[src/rtl/ctr_pkg.sv]
package ctr_pkg;

    localparam int DIGIT_W = 4;

    typedef logic [DIGIT_W-1:0] digit_t;

    typedef struct packed {
        logic clr_n;
        logic load_n;
        logic en_p;
        logic en_t;
    } slice_ctrl_t;

    typedef enum logic [1:0] {
        OP_HOLD  = 2'd0,
        OP_COUNT = 2'd1,
        OP_LOAD  = 2'd2,
        OP_CLEAR = 2'd3
    } slice_op_t;

    // Clear over load over count; anything else holds.
    function automatic slice_op_t decode_op(slice_ctrl_t c);
        if (!c.clr_n)             return OP_CLEAR;
        else if (!c.load_n)       return OP_LOAD;
        else if (c.en_p && c.en_t) return OP_COUNT;
        else                      return OP_HOLD;
    endfunction

    function automatic logic digit_full(digit_t v);
        return &v;
    endfunction

endpackage

[src/rtl/ctr_op_decode.sv]
module ctr_op_decode
    import ctr_pkg::*;
(
    input  slice_ctrl_t ctrl,
    input  digit_t      cur,
    input  digit_t      load_val,
    output digit_t      nxt,
    output logic        carry
);
    slice_op_t op;

    always_comb begin
        op = decode_op(ctrl);
        unique case (op)
            OP_CLEAR: nxt = '0;
            OP_LOAD:  nxt = load_val;
            OP_COUNT: nxt = cur + digit_t'(1);
            default:  nxt = cur;
        endcase
    end

    // Lookahead carry: only the chain enable is fed forward.
    assign carry = ctrl.en_t & digit_full(cur);

endmodule

[src/rtl/ctr_slice.sv]
module ctr_slice
    import ctr_pkg::*;
(
    input  logic        clk,
    input  logic        rst,
    input  slice_ctrl_t ctrl,
    input  digit_t      d,
    output digit_t      q,
    output logic        co
);
    digit_t nxt;

    ctr_op_decode i_dec (
        .ctrl     (ctrl),
        .cur      (q),
        .load_val (d),
        .nxt      (nxt),
        .carry    (co)
    );

    always_ff @(posedge clk) begin
        if (rst) q <= '0;
        else     q <= nxt;
    end

    assert_reset_R1: assert property (@(posedge clk) rst |=> (q == '0));

    assert_clear_R2: assert property (@(posedge clk) disable iff (rst)
        !ctrl.clr_n |=> (q == '0));

    assert_load_R3: assert property (@(posedge clk) disable iff (rst)
        (ctrl.clr_n && !ctrl.load_n) |=> (q == $past(d)));

    assert_hold_R4: assert property (@(posedge clk) disable iff (rst)
        (ctrl.clr_n && ctrl.load_n && !(ctrl.en_p && ctrl.en_t)) |=> $stable(q));

    assert_wrap_R5: assert property (@(posedge clk) disable iff (rst)
        (ctrl.clr_n && ctrl.load_n && ctrl.en_p && ctrl.en_t && digit_full(q))
        |=> (q == '0));

    assert_carry_gate_R8: assert property (@(posedge clk) disable iff (rst)
        !ctrl.en_t |-> !co);

endmodule

[src/rtl/ctr_cascade.sv]
module ctr_cascade
    import ctr_pkg::*;
#(
    parameter int N_SLICES = 3,
    localparam int TOTAL_W = N_SLICES * DIGIT_W
) (
    input  logic               clk,
    input  logic               rst,
    input  logic               clr_n,
    input  logic               load_n,
    input  logic               en_p,
    input  logic               en_t,
    input  logic [TOTAL_W-1:0] din,
    output logic [TOTAL_W-1:0] q,
    output logic               carry_out
);
    logic [N_SLICES:0] t_chain;

    assign t_chain[0] = en_t;

    for (genvar k = 0; k < N_SLICES; k++) begin : g_slice
        slice_ctrl_t ctrl;
        digit_t      qs;

        assign ctrl = '{clr_n: clr_n, load_n: load_n, en_p: en_p, en_t: t_chain[k]};

        ctr_slice i_slice (
            .clk  (clk),
            .rst  (rst),
            .ctrl (ctrl),
            .d    (din[k*DIGIT_W +: DIGIT_W]),
            .q    (qs),
            .co   (t_chain[k+1])
        );

        assign q[k*DIGIT_W +: DIGIT_W] = qs;
    end

    assign carry_out = t_chain[N_SLICES];

    assert_count_R7: assert property (@(posedge clk) disable iff (rst)
        (clr_n && load_n && en_p && en_t) |=> (q == TOTAL_W'($past(q) + 1'b1)));

    assert_carry_R6: assert property (@(posedge clk) disable iff (rst)
        carry_out |-> (en_t && (&q)));

    assert_block_R8: assert property (@(posedge clk) disable iff (rst)
        (clr_n && load_n && !en_t) |=> $stable(q));

endmodule

[config.mk]
export PLATFORM = sky130hd
export DESIGN_NAME = ctr_cascade
export DESIGN_NICKNAME = d
export VERILOG_FILES = /design/src/rtl/ctr_pkg.sv /design/src/rtl/ctr_op_decode.sv /design/src/rtl/ctr_slice.sv /design/src/rtl/ctr_cascade.sv
export SDC_FILE = /design/constraint.sdc
export NUM_CORES = 1
export LEC_CHECK = 0
export ABC_CLOCK_PERIOD_IN_PS = 4600
export BUFFER_PORTS_ARGS = -buffer_cell sky130_fd_sc_hd__buf_2
export CAP_MARGIN = 20
export CORE_MARGIN = 2
export CORE_UTILIZATION = 40
export CTS_CLUSTER_SIZE = 30
export DETAILED_ROUTE_END_ITERATION = 7
export GPL_ROUTABILITY_DRIVEN = 0
export GPL_TIMING_DRIVEN = 1
export PLACE_DENSITY = 0.66
export RECOVER_POWER = 100
export SLEW_MARGIN = 15
export SYNTH_ARGS = -nofsm -noshare
export SYNTH_HDL_FRONTEND = slang
export SYNTH_SLANG_ARGS = --single-unit
[constraint.sdc]
create_clock -name clk -period 4.6 [get_ports clk]
set_clock_uncertainty 0.15 [all_clocks]
set_input_delay 0.23 -clock clk [delete_from_list [all_inputs] [get_ports clk]]
set_output_delay 0.23 -clock clk [all_outputs]
set_load 0.02 [all_outputs]
==> impl_metrics.yaml, run 1 <==
sta:
  slew_viol_final: 0
  report.final.hold_viol_count: 0
  max_freq_mhz: 424
  tightest_slew_ns: 0.305
  tns_ns: 0
  slew_headroom: 0.792
  rsz0062_at_grt: "false"
  layout_worst_path_cycle_share: 0.512
  setup_viol: 0
  fin_crit_ns: 2.36
clock_network:
  cts.path.max_buffers: 2
  cts_setup_buffers: 0
  h-tree-depth: 1
  ctsHoldBuffers: 0
  cts_tree: "yes"
  clk_latency_ns: 0.26
  cts-buffers-inserted: 3
  root_buffer: "clkbuf_4"
  cts.clk_slew.worst_paths_ns: 0.07
  cts_resized: 0
  clock_sinks: 12
floorplanning:
  rows: 16
  fp.dieW_um: 49.4
  start_util: 0.424
  ios: 31
  die_area_mm2: 0.00244
  die_y_um: 49.4
  coreArea_mm2: 0.00194
yosys:
  yosysWarnings: 0
  ys_top_cells_by_count: "nor2_1 (13), dfxtp_1 (12), ha_1 (6), nand3_1 (6)"
  ys.flop_type: "dfxtp_1"
  ys_types: 39
  synth_top_area_share: 0.292
  avgSynthCellArea_um2: 8.40
  synth-seq-cells: 12
  synth_async_sr_flop_share: 0
  synthCells: 98
  yosysMostFrequentCell: "nor2_1"
  synth_largest_area_cell: "dfxtp_1"
  syn-num-nets: 122
  synth_edf_count: 0
  yosys-top-cells-area: "dfxtp_1 (29%), ha_1 (9.1%), nor2_1 (5.9%), nand3_1 (3.6%), a211o_1 (3.2%)"
  seq_area_frac_synth: 0.292
  syn-cell-area_um2: 823
pwr:
  leakagePower_nw: 0.401
  p_comb_frac: 0.207
  p_int_mw: 0.158
  switching_power_mw: 0.0653
  power_frac_seq: 0.513
  vdd_drop_max_mv: 0.133
  p_sw_frac: 0.292
  power.density_mw_per_mm2: 228
  clock_power_share: 0.280
routing:
  drt_iter0_drc: 12
  drtPass1Iterations: 4
  routed_via_density: 5.40
  routed_wl_um: 1950
  wl_per_cell_um: 12.7
  vias: 832
  final_antenna_net_count: 0
  route.detailed.drc: 0
worst_setup_path:
  crit_start: "g_slice[0].i_slice.q[0]$_SDFFE_PP0P_"
  start_kind: "flop"
  worst-setup-path-type: "reg2reg"
  cp_data_required_time_ns: 4.65
  r2r_start: "g_slice[0].i_slice.q[0]$_SDFFE_PP0P_"
  end_kind: "flop"
  crit_fanout: 7
  arrival_ns: 2.40
flow_run:
  drv_cap: 0
layout:
  final_nets: 153
  drive_above_1_share: 0.189
  final_core_utilization: 0.505
  reg.largest.list: "g_slice.i_slice.q x12"
  fill_cells: 205
  diodes: 0
  largest_reg_flops: 12
  top_register: "g_slice.i_slice.q"
  syn_to_final_growth_pct: 19.1
global_route:
  grt_pass1_vias: 739
  grt_pass1_wl_um: 3220
  track_usage: 0.169
  grt_max_degree: 20
  overflow: 0
  antenna_found_initial: 0
hold_path:
  min_path_type: "in2reg"
  hp-start: "rst"
outcome:
  outcome: "finished, final reports clean"
placed_design:
  port_buffers: 30
  dp_hpwl_um: 1480
-- cell type report --
type,count,area [um^2],area share
Clock buffer,3,22.5,0.0230
Inverter,4,15.0,0.0153
Multi-Input combinational cell,78,536,0.546
Sequential cell,12,240,0.245
Tap cell,27,33.8,0.0344
Timing Repair Buffer,30,134,0.136
-- logic make-up (layout without fill, tap and decap cells) --
kind of cell,Yosys count,in the layout,synth area share
flops,12,12,0.292
buf+inv,8,37,0.0471
mux,2,2,0.0243
xor+xnor,4,4,0.0426
fa+ha+maj,6,6,0.0912
simple gates,42,42,0.287
compound gates,24,24,0.216
-- layer usage --
metal  wire length, um  track usage  vias up  share of wire
met4                12       0.0571        0         0.0062
met5                 0            0        -              0
li1                  -            -      427              -
met3                90       0.0337        2          0.046
met1               917        0.225      386           0.47
met2               929        0.270       17           0.48
-- through the flow --
step           std cells  cell area (um^2)  worst slack [ns]  hold slack, ns  power (mW)
2_1_floorplan         98               823              2.24           0.149       0.147
3_3_place_gp         151               983              2.37           0.355       0.164
3_5_place_dp         151               983              2.25           0.350       0.164
4_1_cts              154              1010              2.26          0.0620       0.228
5_1_grt              154               981              2.12          0.0647       0.238
6_report             154               981              2.24          0.0678       0.223
-- worst max-delay path, cell delays in order, from the launching register on --
cell	delay [ns]
dfxtp_1	0.42
ha_1	0.26
nand2_1	0.11
o21ai_0	0.26
inv_1	0.10
ha_1	0.30
or4_1	0.53
a31oi_1	0.16
-- final timing paths --
check / to / depth (start not counted) / slack [ns]
max: g_slice[1].i_slice.q[3]$_SDFFE_PP0P_ / 7 / 2.24
min: g_slice[1].i_slice.q[0]$_SDFFE_PP0P_ / 2 / 0.07
max reg2reg: g_slice[1].i_slice.q[3]$_SDFFE_PP0P_ / 7 / 2.24
min reg2reg: g_slice[1].i_slice.q[0]$_SDFFE_PP0P_ / 2 / 0.36
-- power groups by stage --
stage | sequential, mW | clock [mW] | combinational [mW]
floorplan | 0.122 | 0 | 0.0254
global placement | 0.117 | 0 | 0.0472
detailed placement | 0.117 | 0 | 0.0474
CTS | 0.115 | 0.0655 | 0.0478
global route | 0.115 | 0.0709 | 0.0514
finish | 0.115 | 0.0626 | 0.0463
-- layout by cell type, fill, tap and decap left out, types with 4 or more instances in the layout --
master / Yosys / routed
ha_1: 6 / 6
nand2b_1: 4 / 4
nand4_1: 3 / 4
o21ai_0: 4 / 4
nor2_1: 13 / 13
dfxtp_1: 12 / 12
nand3_1: 6 / 6
buf_2: 1 / 17
clkbuf_1: 1 / 13
No activity file was read; power rests on OpenSTA's default activity.
==> run 2, diff against run 1 <==
--- a/config.mk
+++ b/config.mk
@@ -5,7 +5,7 @@
 export SDC_FILE = /design/constraint.sdc
 export NUM_CORES = 1
 export LEC_CHECK = 0
-export ABC_CLOCK_PERIOD_IN_PS = 4600
+export ABC_CLOCK_PERIOD_IN_PS = 1900
 export BUFFER_PORTS_ARGS = -buffer_cell sky130_fd_sc_hd__buf_2
 export CAP_MARGIN = 20
 export CORE_MARGIN = 2
@@ -14,7 +14,7 @@
 export DETAILED_ROUTE_END_ITERATION = 7
 export GPL_ROUTABILITY_DRIVEN = 0
 export GPL_TIMING_DRIVEN = 1
-export PLACE_DENSITY = 0.66
+export PLACE_DENSITY = 0.69
 export RECOVER_POWER = 100
 export SLEW_MARGIN = 15
 export SYNTH_ARGS = -nofsm -noshare
==> constraint.sdc (replaced) <==
create_clock -name clk -period 1.9 [get_ports clk]
set_clock_uncertainty 0.15 [all_clocks]
set_input_delay 0.095 -clock clk [delete_from_list [all_inputs] [get_ports clk]]
set_output_delay 0.095 -clock clk [all_outputs]
set_load 0.02 [all_outputs]
==> run 2 against run 1 <==
  * Sequential cell count did not move
  * Final cell count up 9.7%
  * First-iteration DRC count up 83%
  * Worst setup slack worse by 2.2 ns
  * Non-clock buffer count rose by 14
  * Routed wire length increased by 14%
  * Die area did not move
  * Via count up 8.2%
  * Hold slack worse by 0.063 ns
  * Count of clock-buffer cells in the layout up 1
  * Sequential share of layout area shrank 2.8 points
  * Critical path depth unchanged
  * Critical path type unchanged
  * Critical endpoint unchanged
  * Highest routed layer unchanged
==> impl_metrics.yaml, run 2 (same netlist as run 1, synthesis figures left out) <==
pwr:
  power.density_mw_per_mm2: 544
  power_frac_seq: 0.437
  power_mw: 0.629
  vdd_drop_max_mv: 0.349
  p_comb_frac: 0.221
  p_int_mw: 0.445
  switching_power_mw: 0.185
  leakagePower_nw: 0.483
  p_sw_frac: 0.294
  clock_power_share: 0.342
worst_setup_path:
  rrSetupSlack_ns: 0.03
  arrival_ns: 1.94
  r2r_start: "g_slice[0].i_slice.q[1]$_SDFFE_PP0P_"
  cp_data_required_time_ns: 1.96
  crit_path_max_incr_delay_ns: 0.39
  crit_chain: "ha_4 -> nand2_2 -> o21ai_2 -> ha_1 -> nand2b_1 -> or4_1 -> a31oi_1"
  worst-setup-path-type: "reg2reg"
  path_buf_inv: 0
  start_kind: "flop"
  crit_slowest_cell: "or4_1"
  r2r_end: "g_slice[1].i_slice.q[3]$_SDFFE_PP0P_"
  end_kind: "flop"
  critPathTopFamily: "simple AND/OR/NAND/NOR gates"
  crit_fanout: 4
  rr_worst_depth: 7
floorplanning:
  start_util: 0.424
  fp.dieW_um: 49.4
  ios: 31
  rows: 16
  die_y_um: 49.4
  coreArea_mm2: 0.00194
  die_area_mm2: 0.00244
global_route:
  grt_max_degree: 17
  overflow: 0
  track_usage: 0.199
  grt_pass1_wl_um: 3730
  grt_pass1_vias: 833
  antenna_found_initial: 0
hold_path:
  hp-start: "din[11]"
  min_path_type: "in2reg"
  holdPathStages: 4
  worstHoldEndpoint: "g_slice[2].i_slice.q[3]$_SDFFE_PP0P_"
routing:
  drtPass1Iterations: 4
  vias: 900
  routed_wl_um: 2220
  final_antenna_net_count: 0
  wl_per_cell_um: 13.1
  routed_via_density: 5.33
  drt_iter0_drc: 22
  route.detailed.drc: 0
clock_network:
  root_buffer: "clkbuf_4"
  h-tree-depth: 1
  cts_tree: "yes"
  clk_latency_ns: 0.28
  cts.clk_slew.worst_paths_ns: 0.08
  cts-buffers-inserted: 3
  clock_sinks: 12
  cts.path.max_buffers: 2
placed_design:
  dp.cells: 154
  dp_hpwl_um: 1610
  port_buffers: 30
  postPlaceCellArea_mm2: 0.00104
sta:
  rsz0062_at_grt: "true"
  max_freq_mhz: 534
  slew_viol_final: 0
  slew_headroom: 0.766
  fin_crit_ns: 1.87
  setup_viol: 0
  tightest_slew_ns: 0.351
  layout_worst_path_cycle_share: 0.986
  report.final.hold_viol_count: 0
layout:
  syn_to_final_growth_pct: 40.4
  diodes: 0
  final_cells: 169
  layout_commonest_cell: "buf_2"
  layout_common_cells: "buf_2 (19), nor2_1 (13), clkbuf_1 (11), dlygate4sd3_1 (9), dfxtp_1 (8)"
  drive_above_1_share: 0.282
  reg.largest.list: "g_slice.i_slice.q x12"
  top_register: "g_slice.i_slice.q"
  largest_reg_flops: 12
  final_core_utilization: 0.595
  final_nets: 167
  fin_area_mm2: 0.00116
flow_run:
  drv_cap: 0
outcome:
  outcome: "finished, final reports clean"
==> run 2: stage by stage <==
step	setup slack (ns)	setup TNS, ns	hold slack, ns
2_1_floorplan	-0.0442	-0.0442	0.0141
3_3_place_gp	0.0709	0	0.210
3_5_place_dp	0.0174	0	0.214
4_1_cts	0.0196	0	0.00283
5_1_grt	-0.0519	-0.0745	0.0179
6_report	0.0271	0	0.00438
==> run 2: per-layer routing <==
| layer | routed length, um | track usage | part of all wire |
|---|---|---|---|
| met2 | 1080 | 0.338 | 0.48 |
| met4 | 34 | 0.0857 | 0.015 |
| met1 | 1000 | 0.246 | 0.45 |
| met5 | 0 | 0 | 0 |
| met3 | 107 | 0.0337 | 0.048 |
==> run 2: what timing repair did <==
item / in CTS / in global routing
hold endpoints to repair: 9 / 0
pin swaps: 0 / 1
hold buffers: 9 / 0
setup buffers: 2 / 0
endpoints found under the setup margin: 1 / 2
gates resized for setup: 0 / 1
==> run 2: worst max path at each step <==
stage                                    startpoint                              endpoint  slack, ns  cells after the start
3_3_place_gp   g_slice[0].i_slice.q[1]$_SDFFE_PP0P_  g_slice[1].i_slice.q[3]$_SDFFE_PP0P_       0.07                      7
5_1_grt        g_slice[0].i_slice.q[0]$_SDFFE_PP0P_  g_slice[1].i_slice.q[3]$_SDFFE_PP0P_      -0.05                      7
2_1_floorplan  g_slice[0].i_slice.q[1]$_SDFFE_PP0P_  g_slice[1].i_slice.q[3]$_SDFFE_PP0P_      -0.04                      8
6_report       g_slice[0].i_slice.q[1]$_SDFFE_PP0P_  g_slice[1].i_slice.q[3]$_SDFFE_PP0P_       0.03                      7
4_1_cts        g_slice[0].i_slice.q[1]$_SDFFE_PP0P_  g_slice[1].i_slice.q[3]$_SDFFE_PP0P_       0.02                      7
3_5_place_dp   g_slice[0].i_slice.q[1]$_SDFFE_PP0P_  g_slice[1].i_slice.q[3]$_SDFFE_PP0P_       0.02                      7
==> run 2: worst register-to-register path, cell delays in order, from the launching register on <==
cell and delay, ns:
dfxtp_4 0.37, ha_4 0.15, nand2_2 0.06, o21ai_2 0.14, ha_1 0.27, nand2b_1 0.14, or4_1 0.39, a31oi_1 0.14
==> run 2: layout make-up <==
class / count / area (um^2)
tap: 27 / 33.8
fill: 192 / 786
clock buffer: 4 / 36.3
inverter: 4 / 15.0
timing repair buffer: 44 / 264
multi-input combinational: 78 / 557
sequential: 12 / 250
==> run 2: power groups by stage <==
stage,combinational [mW],clock (mW),sequential (mW)
2_1_floorplan,0.0646,0,0.295
3_3_place_gp,0.121,0,0.282
3_5_place_dp,0.123,0,0.283
4_1_cts,0.142,0.218,0.275
5_1_grt,0.153,0.234,0.278
6_report,0.139,0.215,0.275
==> run 3, diff against run 2 <==
--- a/config.mk
+++ b/config.mk
@@ -14,9 +14,11 @@
 export DETAILED_ROUTE_END_ITERATION = 7
 export GPL_ROUTABILITY_DRIVEN = 0
 export GPL_TIMING_DRIVEN = 1
-export PLACE_DENSITY = 0.69
+export MAX_ROUTING_LAYER = met4
+export PLACE_DENSITY = 0.71
 export RECOVER_POWER = 100
 export SLEW_MARGIN = 15
 export SYNTH_ARGS = -nofsm -noshare
 export SYNTH_HDL_FRONTEND = slang
+export SYNTH_HIERARCHICAL = 1
 export SYNTH_SLANG_ARGS = --single-unit
==> run 3 against run 2 <==
  * Combinational power decreased by 26%
  * Register-to-register slack improved by 0.07 ns
  * Power decreased by 7.6%
  * Maximum frequency increased by 2.5%
  * Global-route usage decreased by 0.32 points
  * Non-clock buffer count decreased by 7
==> impl_metrics.yaml, run 3 <==
outcome:
  outcome: "finished, final reports clean"
layout:
  final_cells: 142
  reg.largest.list: "g_slice.i_slice/q x12"
  top_register: "g_slice.i_slice/q"
  largest_reg_flops: 12
  final_nets: 147
  syn_to_final_growth_pct: 40.9
  fill_cells: 179
  drive_above_1_share: 0.344
  final_core_utilization: 0.583
  diodes: 0
  layout_commonest_cell: "buf_2"
  layout_common_cells: "buf_2 (24), nor2b_1 (12), dfxtp_1 (10), nand3_1 (9), o21ai_0 (9)"
clock_network:
  clock_sinks: 12
  clk_latency_ns: 0.27
  cts-buffers-inserted: 3
  root_buffer: "clkbuf_4"
  cts_tree: "yes"
  cts.path.max_buffers: 2
  cts.clk_slew.worst_paths_ns: 0.08
  h-tree-depth: 1
sta:
  layout_worst_path_cycle_share: 0.962
  layout_setup_ws_ns: 0.0729
  report.final.hold_viol_count: 0
  tns_ns: 0
  fin_crit_ns: 1.83
  max_freq_mhz: 547
  slew_headroom: 0.759
  setup_viol: 0
  rsz0062_at_grt: "true"
  slew_viol_final: 0
  tightest_slew_ns: 0.362
yosys:
  ys.flop_type: "dfxtp_1"
  ys_types: 16
  synth-seq-cells: 12
  synthCells: 84
  synth_largest_area_cell: "dfxtp_1"
  synth_top_area_share: 0.348
  synthMuxAreaShare: 0
  yosys.area_share.adder: 0.0543
  seq_area_frac_synth: 0.348
  syn-cell-area_um2: 691
  yosysWarnings: 6
  synthSimpleGateAreaFrac: 0.321
  avgSynthCellArea_um2: 8.22
  synth-xor-area-share: 0.0761
  synth_compound_area_frac: 0.185
  yosys-top-cells-area: "dfxtp_1 (35%), nor2b_1 (11%), xor2_1 (7.6%), nand3_1 (6.5%), o21ai_0 (6.5%)"
  syn-num-nets: 105
  ys_top_cells_by_count: "dfxtp_1 (12), nor2b_1 (12), nand3_1 (9), o21ai_0 (9)"
  synth_top_family_by_area: "simple AND/OR/NAND/NOR gates"
  synth_edf_count: 0
  synth_async_sr_flop_share: 0
floorplanning:
  die_y_um: 45.6
  ios: 31
  fp.dieW_um: 45.6
  rows: 15
  start_util: 0.413
  coreArea_mm2: 0.00167
  die_area_mm2: 0.00208
hold_path:
  holdPathStages: 4
  min_path_type: "in2reg"
  hp-start: "din[0]"
  worstHoldEndpoint: "g_slice[0].i_slice/q[0]$_SDFF_PP0_"
pwr:
  vdd_drop_max_mv: 0.321
  leakagePower_nw: 0.427
  power_mw: 0.581
  power.density_mw_per_mm2: 597
global_route:
  antenna_found_initial: 0
  grt_pass1_wl_um: 2850
  overflow: 0
  grt_pass1_vias: 699
  track_usage: 0.196
  grt_max_degree: 25
worst_setup_path:
  crit_start: "g_slice[0].i_slice/q[0]$_SDFF_PP0_"
  arrival_ns: 1.58
  cp_data_required_time_ns: 1.65
  end_kind: "primary output"
  rr_worst_depth: 8
  r2r_start: "g_slice[0].i_slice/q[0]$_SDFF_PP0_"
  r2r_end: "g_slice[2].i_slice/q[1]$_SDFF_PP0_"
  start_kind: "flop"
  crit_fanout: 4
  worst-setup-path-type: "reg2out"
  rrSetupSlack_ns: 0.10
routing:
  drt_iter0_drc: 14
  route.detailed.drc: 0
  drtPass1Iterations: 4
  final_antenna_net_count: 0
  wl_per_cell_um: 12.3
  vias: 752
  routed_via_density: 5.30
  routed_wl_um: 1750
placed_design:
  port_buffers: 30
  dp.cells: 133
  dp_hpwl_um: 1220
  pre_cts_ws_ns: 0.000255
flow_run:
  drv_cap: 0
run 3: cell count changes in the layout (fill, tap and decap cells not counted), moves of 3 or more:
| cell | previous run | this run |
|---|---|---|
| nand3_1 | 6 | 9 |
| dlygate4sd3_1 | 9 | 1 |
| clkbuf_1 | 11 | 6 |
| nor2b_1 | 2 | 12 |
| nand2b_1 | 4 | 0 |
| buf_2 | 19 | 24 |
| nor2_1 | 13 | 6 |
| xor2_1 | 1 | 6 |
| xnor2_1 | 3 | 0 |
| o21ai_0 | 3 | 9 |
| nor3_1 | 3 | 0 |
| nand4_1 | 4 | 0 |
| a211o_1 | 3 | 0 |
run 3: worst max path at each step:
| stage | endpoint |
|---|---|
| global placement | g_slice[2].i_slice/q[3]$_SDFF_PP0_ |
| finish | carry_out |
| detailed placement | g_slice[2].i_slice/q[3]$_SDFF_PP0_ |
| floorplan | g_slice[2].i_slice/q[3]$_SDFF_PP0_ |
| global route | g_slice[2].i_slice/q[3]$_SDFF_PP0_ |
| CTS | g_slice[2].i_slice/q[3]$_SDFF_PP0_ |
run 3: routing by layer:
layer	track usage	vias up	routed length, um
met5	-	-	0
met4	0.106	0	15
met3	0.0397	2	73
met2	0.307	19	842
met1	0.233	341	815
li1	-	390	-
run 3: critical path, stage by stage (launching register included):
cell and delay [ns]:
dfxtp_4 0.36, ha_4 0.13, and4_4 0.20, and4_4 0.24
and4_2 0.21, buf_2 0.16
run 3: final cells by class:
type                       count  area [um^2]  share of cell area
clock buffer                   4         36.3              0.0373
multi-input combinational     69          459               0.472
inverter                       3         11.3              0.0116
timing repair buffer          37          198               0.203
tap                           17         21.3              0.0219
sequential                    12          248               0.254
run 3: cell families (layout without fill, tap and decap cells):
kind of cell | after synthesis | after routing
flops | 12 | 12
simple gates | 39 | 39
buf+inv | 3 | 44
xor+xnor | 6 | 6
compound gates | 21 | 21
fa+ha+maj | 3 | 3
run 3: timing repair:
item | in CTS | in global routing
endpoints found under the hold margin | 8 | 0
setup endpoints to repair | 2 | 3
resized for setup | 1 | 2
hold buffers | 1 | 0
pin swaps | 0 | 3
buffers inserted | 3 | 1
run 3: per-stage QoR:
step	hold WS (ns)	instance area, um^2
floorplan	0.00693	701
global placement	0.283	887
detailed placement	0.287	887
CTS	0.0304	958
global route	0.0615	973
finish	0.0416	973
run 3: power breakdown:
group / switching, mW / internal, mW / total (mW)
Combinational: 0.0578 / 0.0456 / 0.103
Sequential: 0.0115 / 0.261 / 0.273
Clock: 0.0889 / 0.116 / 0.205
